## src/rtl/adc_corr_pkg.sv

```systemverilog
package adc_corr_pkg;
   typedef enum logic {
      CODE_TWOS   = 1'b0,
      CODE_OFFBIN = 1'b1
   } out_code_e;

   // Bits discarded between the raw product and the output code.
   function automatic int drop_bits(input int frac_w, input int smp_w, input int out_w);
      return frac_w + smp_w - out_w;
   endfunction
endpackage

```

## src/rtl/adc_chop_avg.sv

```systemverilog
module adc_chop_avg #(
   parameter int SAMPLE_W     = 24,
   parameter bit CHOP_SUPPORT = 1'b1
) (
   input  logic                clk,
   input  logic                rst_n,
   input  logic                in_valid,
   input  logic [SAMPLE_W-1:0] in_sample,
   input  logic                chop_en,
   output logic                s1_valid,
   output logic [SAMPLE_W-1:0] s1_data
);
   localparam int SUM_W = SAMPLE_W + 1;

   initial begin
      assert (SAMPLE_W >= 2) else $error("adc_chop_avg: SAMPLE_W too small");
   end

   logic s1_pair_q;

   generate
      if (CHOP_SUPPORT) begin : g_chop
         logic                half_q;
         logic [SAMPLE_W-1:0] first_q;
         logic [SUM_W-1:0]    pair_sum;

         assign pair_sum = {first_q[SAMPLE_W-1], first_q}
                         + {in_sample[SAMPLE_W-1], in_sample};

         always_ff @(posedge clk) begin
            if (!rst_n) begin
               half_q    <= 1'b0;
               first_q   <= '0;
               s1_valid  <= 1'b0;
               s1_pair_q <= 1'b0;
               s1_data   <= '0;
            end else begin
               s1_valid  <= 1'b0;
               s1_pair_q <= 1'b0;
               if (!chop_en) begin
                  half_q <= 1'b0;
               end
               if (in_valid) begin
                  if (chop_en) begin
                     if (half_q) begin
                        s1_valid  <= 1'b1;
                        s1_pair_q <= 1'b1;
                        s1_data   <= pair_sum[SUM_W-1:1];
                        half_q    <= 1'b0;
                     end else begin
                        first_q <= in_sample;
                        half_q  <= 1'b1;
                     end
                  end else begin
                     s1_valid <= 1'b1;
                     s1_data  <= in_sample;
                  end
               end
            end
         end


         pair_spacing_chk: assert property (@(posedge clk) disable iff (!rst_n)
            (s1_valid && s1_pair_q) |=> !(s1_valid && s1_pair_q))
            else $error("paired results on adjacent cycles");
      end else begin : g_nochop
         always_ff @(posedge clk) begin
            if (!rst_n) begin
               s1_valid  <= 1'b0;
               s1_pair_q <= 1'b0;
               s1_data   <= '0;
            end else begin
               s1_valid  <= in_valid;
               s1_pair_q <= 1'b0;
               if (in_valid) begin
                  s1_data <= in_sample;
               end
            end
         end
         logic unused_chop;
         assign unused_chop = chop_en;
      end
   endgenerate


   pass_through_chk: assert property (@(posedge clk) disable iff (!rst_n)
      (in_valid && !chop_en) |=> s1_valid)
      else $error("unchopped sample produced no stage-one value");
endmodule

```

## src/rtl/adc_offset_gain.sv

```systemverilog
module adc_offset_gain #(
   parameter int SAMPLE_W = 24,
   parameter int COEF_W   = 16
) (
   input  logic                                 clk,
   input  logic                                 rst_n,
   input  logic                                 s1_valid,
   input  logic [SAMPLE_W-1:0]                  s1_data,
   input  logic [COEF_W-1:0]                    offset_coef,
   input  logic [COEF_W-1:0]                    gain_coef,
   output logic                                 s2_valid,
   output logic [SAMPLE_W+COEF_W+1:0]           s2_prod
);
   localparam int PROD_W = SAMPLE_W + COEF_W + 2;

   initial begin
      assert (SAMPLE_W >= COEF_W) else $error("adc_offset_gain: sample narrower than coefficient");
   end

   logic [PROD_W-1:0] diff_x;
   logic [PROD_W-1:0] gain_x;
   logic [PROD_W-1:0] prod_c;

   always_comb begin
      diff_x = {{(PROD_W-SAMPLE_W){s1_data[SAMPLE_W-1]}}, s1_data}
             - {{(PROD_W-COEF_W){offset_coef[COEF_W-1]}}, offset_coef};
      gain_x = {{(PROD_W-COEF_W){1'b0}}, gain_coef};
      prod_c = diff_x * gain_x;
   end

   always_ff @(posedge clk) begin
      if (!rst_n) begin
         s2_valid <= 1'b0;
         s2_prod  <= '0;
      end else begin
         s2_valid <= s1_valid;
         if (s1_valid) begin
            s2_prod <= prod_c;
         end
      end
   end
endmodule

```

## src/rtl/adc_round_clamp.sv

```systemverilog
module adc_round_clamp
   import adc_corr_pkg::*;
#(
   parameter int PROD_W    = 42,
   parameter int SAMPLE_W  = 24,
   parameter int OUT_W     = 16,
   parameter int GAIN_FRAC = 15
) (
   input  logic              clk,
   input  logic              rst_n,
   input  logic              s2_valid,
   input  logic [PROD_W-1:0] s2_prod,
   input  logic              fmt_sel,
   output logic              res_valid,
   output logic [OUT_W-1:0]  res_data
);
   localparam int DROP = drop_bits(GAIN_FRAC, SAMPLE_W, OUT_W);
   localparam logic [PROD_W-1:0] RND_HALF = {{(PROD_W-1){1'b0}}, 1'b1} << (DROP-1);
   localparam logic [PROD_W-1:0] POS_FS = {{(PROD_W-OUT_W+1){1'b0}}, {(OUT_W-1){1'b1}}};
   localparam logic [PROD_W-1:0] NEG_FS = {{(PROD_W-OUT_W+1){1'b1}}, {(OUT_W-1){1'b0}}};

   initial begin
      assert (DROP >= 1) else $error("adc_round_clamp: nothing to round away");
      assert (PROD_W > OUT_W + DROP) else $error("adc_round_clamp: product too narrow");
   end

   logic signed [PROD_W-1:0] rnd_s;
   logic signed [PROD_W-1:0] shr_s;
   logic        [OUT_W-1:0]  clamp_c;
   out_code_e                code_sel;

   assign code_sel = out_code_e'(fmt_sel);

   always_comb begin
      rnd_s = $signed(s2_prod) + $signed(RND_HALF);
      shr_s = rnd_s >>> DROP;
      if (shr_s > $signed(POS_FS)) begin
         clamp_c = POS_FS[OUT_W-1:0];
      end else if (shr_s < $signed(NEG_FS)) begin
         clamp_c = NEG_FS[OUT_W-1:0];
      end else begin
         clamp_c = shr_s[OUT_W-1:0];
      end
   end

   always_ff @(posedge clk) begin
      if (!rst_n) begin
         res_valid <= 1'b0;
         res_data  <= '0;
      end else begin
         res_valid <= s2_valid;
         if (s2_valid) begin
            if (code_sel == CODE_OFFBIN) begin
               res_data <= {~clamp_c[OUT_W-1], clamp_c[OUT_W-2:0]};
            end else begin
               res_data <= clamp_c;
            end
         end
      end
   end


   sign_keep_chk: assert property (@(posedge clk) disable iff (!rst_n)
      (s2_valid && !s2_prod[PROD_W-1]) |=> (res_data[OUT_W-1] == $past(fmt_sel)))
      else $error("non-negative product produced a wrapped code");
endmodule

```

## src/rtl/adc_result_corrector.sv

```systemverilog
module adc_result_corrector #(
   parameter int SAMPLE_W     = 24,
   parameter int COEF_W       = 16,
   parameter int OUT_W        = 16,
   parameter int GAIN_FRAC    = 15,
   parameter bit CHOP_SUPPORT = 1'b1
) (
   input  logic                clk,
   input  logic                rst_n,
   input  logic                smp_valid,
   input  logic [SAMPLE_W-1:0] smp_data,
   input  logic                chop_en,
   input  logic                fmt_offset_bin,
   input  logic [COEF_W-1:0]   offset_coef,
   input  logic [COEF_W-1:0]   gain_coef,
   output logic                res_valid,
   output logic [OUT_W-1:0]    res_data
);
   localparam int PROD_W = SAMPLE_W + COEF_W + 2;

   initial begin
      assert (SAMPLE_W > OUT_W) else $error("adc_result_corrector: sample must exceed output width");
      assert (GAIN_FRAC < COEF_W) else $error("adc_result_corrector: gain binary point out of range");
   end

   logic                s1_valid;
   logic [SAMPLE_W-1:0] s1_data;
   logic                s2_valid;
   logic [PROD_W-1:0]   s2_prod;

   adc_chop_avg #(
      .SAMPLE_W     (SAMPLE_W),
      .CHOP_SUPPORT (CHOP_SUPPORT)
   ) u_chop (
      .clk       (clk),
      .rst_n     (rst_n),
      .in_valid  (smp_valid),
      .in_sample (smp_data),
      .chop_en   (chop_en),
      .s1_valid  (s1_valid),
      .s1_data   (s1_data)
   );

   adc_offset_gain #(
      .SAMPLE_W (SAMPLE_W),
      .COEF_W   (COEF_W)
   ) u_scale (
      .clk         (clk),
      .rst_n       (rst_n),
      .s1_valid    (s1_valid),
      .s1_data     (s1_data),
      .offset_coef (offset_coef),
      .gain_coef   (gain_coef),
      .s2_valid    (s2_valid),
      .s2_prod     (s2_prod)
   );

   adc_round_clamp #(
      .PROD_W    (PROD_W),
      .SAMPLE_W  (SAMPLE_W),
      .OUT_W     (OUT_W),
      .GAIN_FRAC (GAIN_FRAC)
   ) u_fmt (
      .clk       (clk),
      .rst_n     (rst_n),
      .s2_valid  (s2_valid),
      .s2_prod   (s2_prod),
      .fmt_sel   (fmt_offset_bin),
      .res_valid (res_valid),
      .res_data  (res_data)
   );


   fixed_latency_chk: assert property (@(posedge clk) disable iff (!rst_n)
      res_valid |-> $past(smp_valid, 3))
      else $error("result without a sample three cycles earlier");
endmodule

```

## config.mk

```make
export PLATFORM = sky130hd
export DESIGN_NAME = adc_result_corrector
export DESIGN_NICKNAME = d
export VERILOG_FILES = /design/src/rtl/adc_corr_pkg.sv /design/src/rtl/adc_chop_avg.sv /design/src/rtl/adc_offset_gain.sv /design/src/rtl/adc_round_clamp.sv /design/src/rtl/adc_result_corrector.sv
export SDC_FILE = /design/constraint.sdc
export NUM_CORES = 1
export LEC_CHECK = 0
export BUFFER_PORTS_ARGS = -buffer_cell sky130_fd_sc_hd__buf_2
export CAP_MARGIN = 10
export CORE_ASPECT_RATIO = 0.7
export CORE_MARGIN = 2
export CORE_UTILIZATION = 60
export CTS_BUF_LIST = sky130_fd_sc_hd__clkbuf_4
export DETAILED_ROUTE_END_ITERATION = 10
export PLACE_DENSITY = 0.77
export SLEW_MARGIN = 0
export SYNTH_ARGS = -nofsm -noshare
export SYNTH_HDL_FRONTEND = slang
export SYNTH_HIERARCHICAL = 1
export SYNTH_SLANG_ARGS = --single-unit
```

## constraint.sdc

```tcl
create_clock -name clk -period 18.2 [get_ports clk]
set_clock_uncertainty 0.15 [all_clocks]
set_input_delay 1.82 -clock clk [delete_from_list [all_inputs] [get_ports clk]]
set_output_delay 1.82 -clock clk [all_outputs]
set_load 0.02 [all_outputs]
```

==> reports/results.tsv <==
stage	metric	value	unit
critical_path	CP startpoint	offset_coef[15]	
flow_run	number of max-cap violations	0	
timing	fin crit share	0.5746	
clock_network	largest buffer count on any clock path	2	
routing	total number of vias	18245	
finish	number of nets in the finished design	3225	
grt	overall routing resource usage	0.3297	
critical_path	end of the critical path	u_scale/s2_prod[41]	
timing	number of hold violations in the final report	0	
timing	Slew @ Worst Pin	1150	ps
clock_network	Clock Latency Late Sink	520	ps
status	result of the run	finished, final reports clean	
grt	via count of the first global-routing pass	18714	
floorplanning	die outline width	234.6	um
finish	proportion of layout cells with a drive suffix above 1	0.07886	
floorplanning	row count	59	
clock_network	H-tree levels	3	
critical_path	required time at the worst-slack endpoint	18490	ps
clock_network	postcts setup bufs	0	
critical_path	most frequent cell on the critical path	fa_1	
timing	maximum clock frequency	95.63	MHz
finish	top library cells by usage in the layout, fill and taps aside	inv_1, fa_1, nand2_1	
routing	final routed wirelength across all metal layers	61.64	mm
grt	Remaining Overflow, GRT	0	
timing	total setup violations reported at the end of the flow	0	
floorplanning	Die Footprint	38800	um^2
timing	worst hold margin	331.1	ps
critical_path	kind of end point of the critical path	flop	
yosys	number of nets produced by synthesis	3259	
placed_design	placed cell areas	22890	um^2
critical_path	Reg-to-Reg End	u_scale/s2_prod[41]	
routing	via density per instance	5.853	
floorplanning	number of primary I/O pins	78	
clock_network	Clock Root Buffer	clkbuf_4	
timing	final slew viol count	0	
floorplanning	standard cell core area	36910	um^2
critical_path	Critical Path AT	10750	ps
clock_network	number of hold buffers added after CTS	0	
placed_design	Post-DP HPWL	48.03	mm
clock_network	number of buffers added by the clock tree synthesis step	9	
grt	pin count of the biggest net entering global routing	84	
clock_network	TritonCTS clock tree	done	
yosys	Netlist Area Pre-Place	22330	um^2
yosys	Syn Inst Count	2654	
floorplanning	die boundary height	165.4	um
timing	final worst-path setup slack	7743	ps
finish	most frequent standard cell in the layout excluding fill and tap cells	inv_1	
floorplanning	Starting Density	0.6049	
timing	Rel. slew slack	0.2333	
routing	number of DRC markers after the initial detailed-route iteration	1774	
clock_network	Clk pin slew, worst setup/hold paths	150	ps
timing	setup repair after global routing missed its margin	false	
routing	drc violations	0	
critical_path	CP max-delay cell	ha_1	
clock_network	number of clock sinks	88	
critical_path	worst setup slack for register-to-register paths	9030	ps
clock_network	count of instances resized after the clock tree is built	0	
finish	Post-Layout Inst Area	23050	um^2
timing	setup_tns	0	ps
routing	routed length per placed instance	19.78	um
yosys	mean instance size in the synthesized netlist	8.413	um^2
timing	final worst path period need	10460	ps
routing	number of nets still failing antenna checks after routing	0	
placed_design	Final GP Congestion	0.9603	
worst_hold_path	worst min path class	reg -> reg	
critical_path	type of element launching the critical path	primary input	
grt	number of antenna violations at the first check in global routing	4	
critical_path	startpoint of the lowest-slack register-to-register path	u_chop/s1_data[18]	
critical_path	largest fanout on the critical path	39	
grt	wire length of the first global-routing pass	99.00	mm
placed_design	worst-case setup slack after placement	7387	ps
yosys	total number of yosys warnings	6	
finish	layout overhead on the synthesized area	3.233	%
worst_hold_path	number of cells on the worst hold path	2	
placed_design	Buffers on Ports	77	
critical_path	number of cells on the worst reg-to-reg path	26	
routing	First-pass DRT Iterations	6	
critical_path	startpoint-to-endpoint class of the critical path	in -> reg	
critical_path	longest individual stage delay on the worst path	1120	ps
final cells by class:
class | instances | area (um^2)
clock inverter | 7 | 78.83
inverter | 510 | 1914
timing repair buffer | 105 | 595.6
clock buffer | 9 | 67.56
antenna | 4 | 10.01
fill | 3188 | 13860
sequential | 88 | 1762
tap | 488 | 610.6
multi-input combinational | 1906 | 18010
flip-flops by register name, indices dropped and copies added (netlist names):
name and count:
u_scale/s2_valid 1, u_chop/g_chop.first_q 24, u_fmt/res_valid 1, u_scale/s2_prod 20, u_fmt/res_data 16, u_chop/g_chop.half_q 1
u_chop/s1_data 24, u_chop/s1_valid 1
worst max-delay path, delay by kind of cell:
| family | cells | cell delay (ps) |
|---|---|---|
| AO/OA/AOI/OAI | 9 | 2540 |
| XOR/XNOR | 1 | 170 |
| adder cells (fa/ha/maj) | 8 | 4860 |
| buffers and inverters | 7 | 880 |
| AND/OR/NAND/NOR | 3 | 450 |
through the flow:
stage / std cells / util
3_5_place_dp: 3097 / 0.6202
4_1_cts: 3113 / 0.6242
6_report: 3117 / 0.6245
3_3_place_gp: 3097 / 0.6202
2_1_floorplan: 2654 / -
5_1_grt: 3116 / 0.6244
per-layer routing:
layer,track usage,part of all wire,vias to the layer above
met1,0.4659,0.43,8863
met2,0.4910,0.42,974
met4,0.06747,0.019,6
met5,0.01823,0.0019,-
li1,-,-,8284
met3,0.1135,0.13,118
worst min-delay path by stage:
stage,endpoint,startpoint
after floorplan,u_scale/s2_prod[27],u_scale/s2_prod[27]
after detailed placement,u_fmt/res_data[0],u_fmt/res_data[0]
after CTS,u_fmt/res_data[0],u_fmt/res_data[0]
after global routing,u_chop/g_chop.first_q[11],u_chop/g_chop.first_q[11]
after global placement,u_chop/g_chop.first_q[10],u_chop/g_chop.first_q[10]
final,u_fmt/res_data[0],u_fmt/res_data[0]
Power is left out: the tool's default activity adds up to more than one toggle a clock period on the data nets, which glitch-free logic cannot reach.
